==> config.mk <==
export PLATFORM = sky130hd
export DESIGN_NAME = lru_perm_tracker
export DESIGN_NICKNAME = d
export VERILOG_FILES = /design/src/rtl/lru_perm_pkg.sv /design/src/rtl/lru_state_array.sv /design/src/rtl/lru_perm_next.sv /design/src/rtl/lru_perm_victim.sv /design/src/rtl/lru_perm_tracker.sv
export SDC_FILE = /design/constraint.sdc
export NUM_CORES = 1
export LEC_CHECK = 0
export ABC_AREA = 0
export BUFFER_PORTS_ARGS = -buffer_cell sky130_fd_sc_hd__buf_2
export CAP_MARGIN = 20
export CORE_MARGIN = 1
export CORE_UTILIZATION = 50
export DETAILED_ROUTE_END_ITERATION = 10
export PLACE_DENSITY = 0.64
export SYNTH_ARGS = -nofsm -noshare
export SYNTH_HDL_FRONTEND = slang
export SYNTH_HIERARCHICAL = 1
export SYNTH_SLANG_ARGS = --single-unit
==> constraint.sdc <==
create_clock -name clk -period 22.5 [get_ports clk]
set_input_delay 4.5 -clock clk [delete_from_list [all_inputs] [get_ports clk]]
set_output_delay 4.5 -clock clk [all_outputs]
set_load 0.02 [all_outputs]
==> src/rtl/lru_perm_pkg.sv <==
`timescale 1ns/1ps
package lru_perm_pkg;

    localparam int MAX_WAYS = 4;
    localparam int WAY_BITS = 2;

    typedef logic [WAY_BITS-1:0] way_t;
    typedef way_t [MAX_WAYS-1:0] order_t;   // index 0 = least recent

    typedef struct packed {
        logic valid;
        way_t victim;
    } report_t;

    // Number of orderings of 'ways' ways (ways factorial).
    function automatic int perm_count(int ways);
        int p = 1;
        for (int i = 2; i <= MAX_WAYS; i++) begin
            if (i <= ways) p = p * i;
        end
        return p;
    endfunction

    function automatic int code_bits(int ways);
        return (ways <= 2) ? 1 : $clog2(perm_count(ways));
    endfunction

    // Code to ordering. Codes past the last ordering act as the last one.
    function automatic order_t perm_decode(int ways, int code);
        order_t                ord   = '0;
        logic [MAX_WAYS-1:0]   taken = '0;
        int rest, weight, pick, seen;
        rest = code;
        if (rest > perm_count(ways) - 1) rest = perm_count(ways) - 1;
        for (int pos = 0; pos < MAX_WAYS; pos++) begin
            if (pos < ways) begin
                weight = perm_count(ways - 1 - pos);
                pick   = rest / weight;
                rest   = rest % weight;
                seen   = 0;
                for (int w = 0; w < MAX_WAYS; w++) begin
                    if (w < ways && !taken[w]) begin
                        if (seen == pick) begin
                            ord[pos] = way_t'(w);
                            taken[w] = 1'b1;
                        end
                        seen++;
                    end
                end
            end
        end
        return ord;
    endfunction

    // Ordering to code: lexicographic rank.
    function automatic int perm_encode(int ways, order_t ord);
        int acc = 0;
        int smaller;
        for (int i = 0; i < MAX_WAYS; i++) begin
            if (i < ways) begin
                smaller = 0;
                for (int j = 0; j < MAX_WAYS; j++) begin
                    if (j > i && j < ways && ord[j] < ord[i]) smaller++;
                end
                acc = acc + smaller * perm_count(ways - 1 - i);
            end
        end
        return acc;
    endfunction

    // Move 'way' to the most-recent end, the rest keep their order.
    function automatic order_t perm_touch(int ways, order_t ord, way_t way);
        order_t res = ord;
        int k = 0;
        for (int i = 0; i < MAX_WAYS; i++) begin
            if (i < ways && ord[i] != way && k < MAX_WAYS) begin
                res[k] = ord[i];
                k++;
            end
        end
        res[ways-1] = way;
        return res;
    endfunction

    function automatic way_t perm_lru(int ways, int code);
        order_t ord = perm_decode(ways, code);
        return ord[0];
    endfunction

endpackage

==> src/rtl/lru_state_array.sv <==
`timescale 1ns/1ps
module lru_state_array #(
    parameter int LINES  = 16,
    parameter int CODE_W = 5,
    parameter int IDX_W  = 4
) (
    input  logic              clk,
    input  logic              rst,
    input  logic              wr_en,
    input  logic [IDX_W-1:0]  wr_line,
    input  logic [CODE_W-1:0] wr_code,
    input  logic [IDX_W-1:0]  rd_a_line,
    output logic [CODE_W-1:0] rd_a_code,
    input  logic [IDX_W-1:0]  rd_b_line,
    output logic [CODE_W-1:0] rd_b_code
);

    logic [CODE_W-1:0] codes [LINES];

    always_ff @(posedge clk) begin
        for (int i = 0; i < LINES; i++) begin
            if (rst) begin
                codes[i] <= '0;
            end else if (wr_en && wr_line == IDX_W'(i)) begin
                codes[i] <= wr_code;
            end
        end
    end

    assign rd_a_code = codes[rd_a_line];
    assign rd_b_code = codes[rd_b_line];

endmodule

==> src/rtl/lru_perm_next.sv <==
`timescale 1ns/1ps
module lru_perm_next
    import lru_perm_pkg::*;
#(
    parameter int WAYS   = 4,
    parameter int CODE_W = 5
) (
    input  logic [CODE_W-1:0] cur_code,
    input  way_t              touch_way,
    output logic [CODE_W-1:0] next_code
);

    always_comb begin
        next_code = CODE_W'(perm_encode(WAYS,
                        perm_touch(WAYS, perm_decode(WAYS, int'(cur_code)), touch_way)));
    end

endmodule

==> src/rtl/lru_perm_victim.sv <==
`timescale 1ns/1ps
module lru_perm_victim
    import lru_perm_pkg::*;
#(
    parameter int WAYS   = 4,
    parameter int CODE_W = 5
) (
    input  logic [CODE_W-1:0] cur_code,
    output way_t              victim
);

    always_comb begin
        victim = perm_lru(WAYS, int'(cur_code));
    end

endmodule

==> src/rtl/lru_perm_tracker.sv <==
`timescale 1ns/1ps
module lru_perm_tracker
    import lru_perm_pkg::*;
#(
    parameter  int WAYS   = 4,
    parameter  int LINES  = 16,
    localparam int CODE_W = code_bits(WAYS),
    localparam int IDX_W  = (LINES > 1) ? $clog2(LINES) : 1
) (
    input  logic              clk,
    input  logic              rst,
    input  logic              touch_valid,
    input  logic [IDX_W-1:0]  touch_line,
    input  logic [1:0]        touch_way,
    input  logic              query_valid,
    input  logic [IDX_W-1:0]  query_line,
    output logic              victim_valid,
    output logic [1:0]        victim_way,
    output logic [CODE_W-1:0] order_code
);

    logic              touch_ok;
    logic [CODE_W-1:0] touch_cur;
    logic [CODE_W-1:0] touch_next;
    logic [CODE_W-1:0] query_cur;
    way_t              query_lru;
    report_t           rep_q;
    logic [CODE_W-1:0] code_q;

    assign touch_ok = touch_valid && (int'(touch_way) < WAYS);

    lru_state_array #(
        .LINES  (LINES),
        .CODE_W (CODE_W),
        .IDX_W  (IDX_W)
    ) u_state (
        .clk       (clk),
        .rst       (rst),
        .wr_en     (touch_ok),
        .wr_line   (touch_line),
        .wr_code   (touch_next),
        .rd_a_line (touch_line),
        .rd_a_code (touch_cur),
        .rd_b_line (query_line),
        .rd_b_code (query_cur)
    );

    lru_perm_next #(
        .WAYS   (WAYS),
        .CODE_W (CODE_W)
    ) u_next (
        .cur_code  (touch_cur),
        .touch_way (touch_way),
        .next_code (touch_next)
    );

    lru_perm_victim #(
        .WAYS   (WAYS),
        .CODE_W (CODE_W)
    ) u_victim (
        .cur_code (query_cur),
        .victim   (query_lru)
    );

    // The report samples the stored code before this cycle's update lands.
    always_ff @(posedge clk) begin
        if (rst) begin
            rep_q  <= '0;
            code_q <= '0;
        end else begin
            rep_q.valid <= query_valid;
            if (query_valid) begin
                rep_q.victim <= query_lru;
                code_q       <= query_cur;
            end
        end
    end

    assign victim_valid = rep_q.valid;
    assign victim_way   = rep_q.victim;
    assign order_code   = code_q;

endmodule

==> results.sh <==
export IMPL_die_y_um=116
export IMPL_hold_viol=0
export IMPL_drive_gt1_share_pct=16.0
export IMPL_clock_skew_ns=0.0117
export IMPL_required_ns=22.70
export IMPL_grt_overflow_total=0
export IMPL_clock_sinks=88
export IMPL_synth_edff_count=80
export IMPL_insertedDiodeCount=0
export IMPL_yosysMostFrequentCell="and2_1"
export IMPL_final_instance_count_excl_fill=780
export IMPL_synth_top_area_cell="edfxtp_1"
export IMPL_max_cap_violations=0
export IMPL_grtUsageTotal_pct=25.4
export IMPL_clock_path_buffers=2
export IMPL_worst_endpoint_arrival_ns=15.23
export IMPL_period_share_pct=66.8
export IMPL_vias=4807
export IMPL_gr_max_usage_layer="met2"
export IMPL_clkTransAtPathRegs_ns=0.07
export IMPL_grtUsageMet1_pct=33.0
export IMPL_nets=646
export IMPL_cts_hold_buf=0
export IMPL_syn_area_um2=6520
export IMPL_path_class="in2reg"
export IMPL_cp_slowest_cell="xnor2_2"
export IMPL_htree_levels=3
export IMPL_tightestPinTransition_ns=0.880
export IMPL_syn_inst=597
export IMPL_cp_slowest_stage_delay_ns=0.69
export IMPL_antenna_found_initial=0
export IMPL_yosys_warnings=6
export IMPL_drc=0
export IMPL_path_max_fanout=24
export IMPL_grt_max_degree=29
export IMPL_fmax_mhz=66.5
export IMPL_met2_usage_pct=43.5
export IMPL_start_util_pct=51.5
export IMPL_rsz0062_at_grt="false"
export IMPL_syn_area_per_cell_um2=10.9
export IMPL_grt_met3_usage_pct=4.72
export IMPL_core_area_um2=12700
export IMPL_seq_area_frac_synth_pct=39.3
export IMPL_syn_nets=640
export IMPL_start_kind="input pin"
export IMPL_crit_top_cell="ha_1"
export IMPL_synth_async_reset_ratio_pct=0
export IMPL_endpoint_kind="flop"
export IMPL_synthTopCellsByCount="82 x and2_1, 80 x edfxtp_1, 44 x nor2_1, 40 x mux4_2, 35 x nand2_1"
export IMPL_cts_tree="done"
export IMPL_cts_made_buffers=9
export IMPL_dpl_hpwl_mm=11.7
export IMPL_die_w_um=116
export IMPL_cts_setup_buffers=0
export IMPL_grt_pass1_vias=4749
export IMPL_routabilityCongestion=0.899
export IMPL_drv_slew=0
export IMPL_insertion_delay_ns=0.34
export IMPL_hp_class="reg2reg"
export IMPL_dp_cells=764
export IMPL_grt_pass1_wl_mm=25.6
export IMPL_synthTopCellsByArea="edfxtp_1 37%, mux4_2 14%, and2_1 7.9%"
export IMPL_drt_iter0_markers=567
export IMPL_die_area_um2=13500
export IMPL_fill_cells=1095
export IMPL_syn_to_final_growth_pct=7.60
export IMPL_setup_viol=0
export IMPL_synth_top_area_share_pct=36.8
export IMPL_synth_flop_cell="edfxtp_1"
export IMPL_slew_limit_headroom_pct=41.1
export IMPL_cts_resized=0
export IMPL_fin_crit_ns=15.03
export IMPL_routed_wl_mm=15.7
export IMPL_outcome="complete, no violations"
export IMPL_io_pins=22
export IMPL_firstDrtPassIters=5
export IMPL_fin_tns_setup_ns=0
export IMPL_rows=41
export IMPL_clock_root_buffer="clkbuf_16"
export IMPL_ant_nets=0
export IMPL_port_buffers=21
export IMPL_ys_ff_latch=88
export IMPL_synthDistinctLibCells=80
export IMPL_wl_per_cell_um=20.1
export IMPL_viasPerCell=6.16
==> registers in the layout (all words and copies together), names as in the netlist <==
signal	count
victim_valid	1
u_state/codes	80
order_code	5
victim_way	2
==> layout make-up <==
class	instances	area, um2	area share [%]
Clock buffer	9	225	3.21
Tap cell	172	215	3.07
Multi-Input combinational cell	457	3750	53.4
Timing Repair Buffer	23	120	1.71
Clock inverter	7	53.8	0.767
Inverter	24	90.1	1.28
Sequential cell	88	2560	36.5
==> metal layers <==
metal / up-vias / part of all wire (%)
li1: 2259 / -
met2: 157 / 50
met4: 0 / 1.8
met5: - / 0
met3: 27 / 6.1
met1: 2364 / 42
==> layout by cell type (no fill, tap or decap), types with 3 or more instances in the layout <==
cell,instances
a211o_1,3
a21o_1,8
a21oi_1,18
a22oi_1,11
a31oi_1,5
and2_1,82
buf_2,21
clkbuf_16,9
dfxtp_1,8
edfxtp_1,80
ha_1,27
inv_1,23
mux2i_1,13
mux4_2,40
nand2_1,35
nand2b_1,10
nand3_1,33
nand3b_1,6
nand4_1,5
nand4b_1,3
nand4bb_1,3
nor2_1,44
nor2b_1,15
o21ai_0,9
o21bai_1,19
o22ai_1,5
xnor2_1,6
==> kinds of logic after synthesis <==
| group | after synthesis | share of synthesized area [%] |
|---|---|---|
| and+or+nand+nor | 253 | 21.5 |
| buffers and inverters | 52 | 3.32 |
| muxes | 55 | 16.2 |
| xor gates and xnor gates | 8 | 1.07 |
| AOI/OAI and AO/OA | 112 | 12.8 |
| DFF | 88 | 39.3 |
| adders and majority gates | 29 | 5.79 |
==> worst paths after layout <==
check                                                        from                                end  cells past startpoint  slack [ns]
worst max-delay path                                touch_line[0]  u_state/codes[1][3]$_SDFFCE_PN0P_                     38        7.47
worst min-delay path                   victim_way[1]$_SDFFE_PP0P_         victim_way[1]$_SDFFE_PP0P_                      2        0.51
worst min register to register         victim_way[1]$_SDFFE_PP0P_         victim_way[1]$_SDFFE_PP0P_                      2        0.51
worst max register to register  u_state/codes[2][3]$_SDFFCE_PN0P_  u_state/codes[1][3]$_SDFFCE_PN0P_                     37       11.90
==> per-stage QoR <==
step                hold WS [ns]  setup slack [ns]  area [um2]  utilization, %
floorplan                  0.583              9.34        6520               -
global placement           0.475              7.38        6730            53.1
detailed placement         0.485              7.16        6740            53.2
CTS                        0.504              7.50        7020            55.4
global route               0.556              6.56        7020            55.4
finish                     0.508              7.47        7020            55.4
==> worst max-delay path, delay by kind of cell <==
family	cells	cell delay, ns
adder cells (fa/ha/maj)	8	2.51
buffers and inverters	5	1.05
AND/OR/NAND/NOR	12	2.24
AO/OA/AOI/OAI	10	3.22
XOR/XNOR	1	0.69
multiplexers	2	0.96
Power is not shown: default switching activity piles up to over one toggle a cycle in this logic, so the estimate is an artifact.
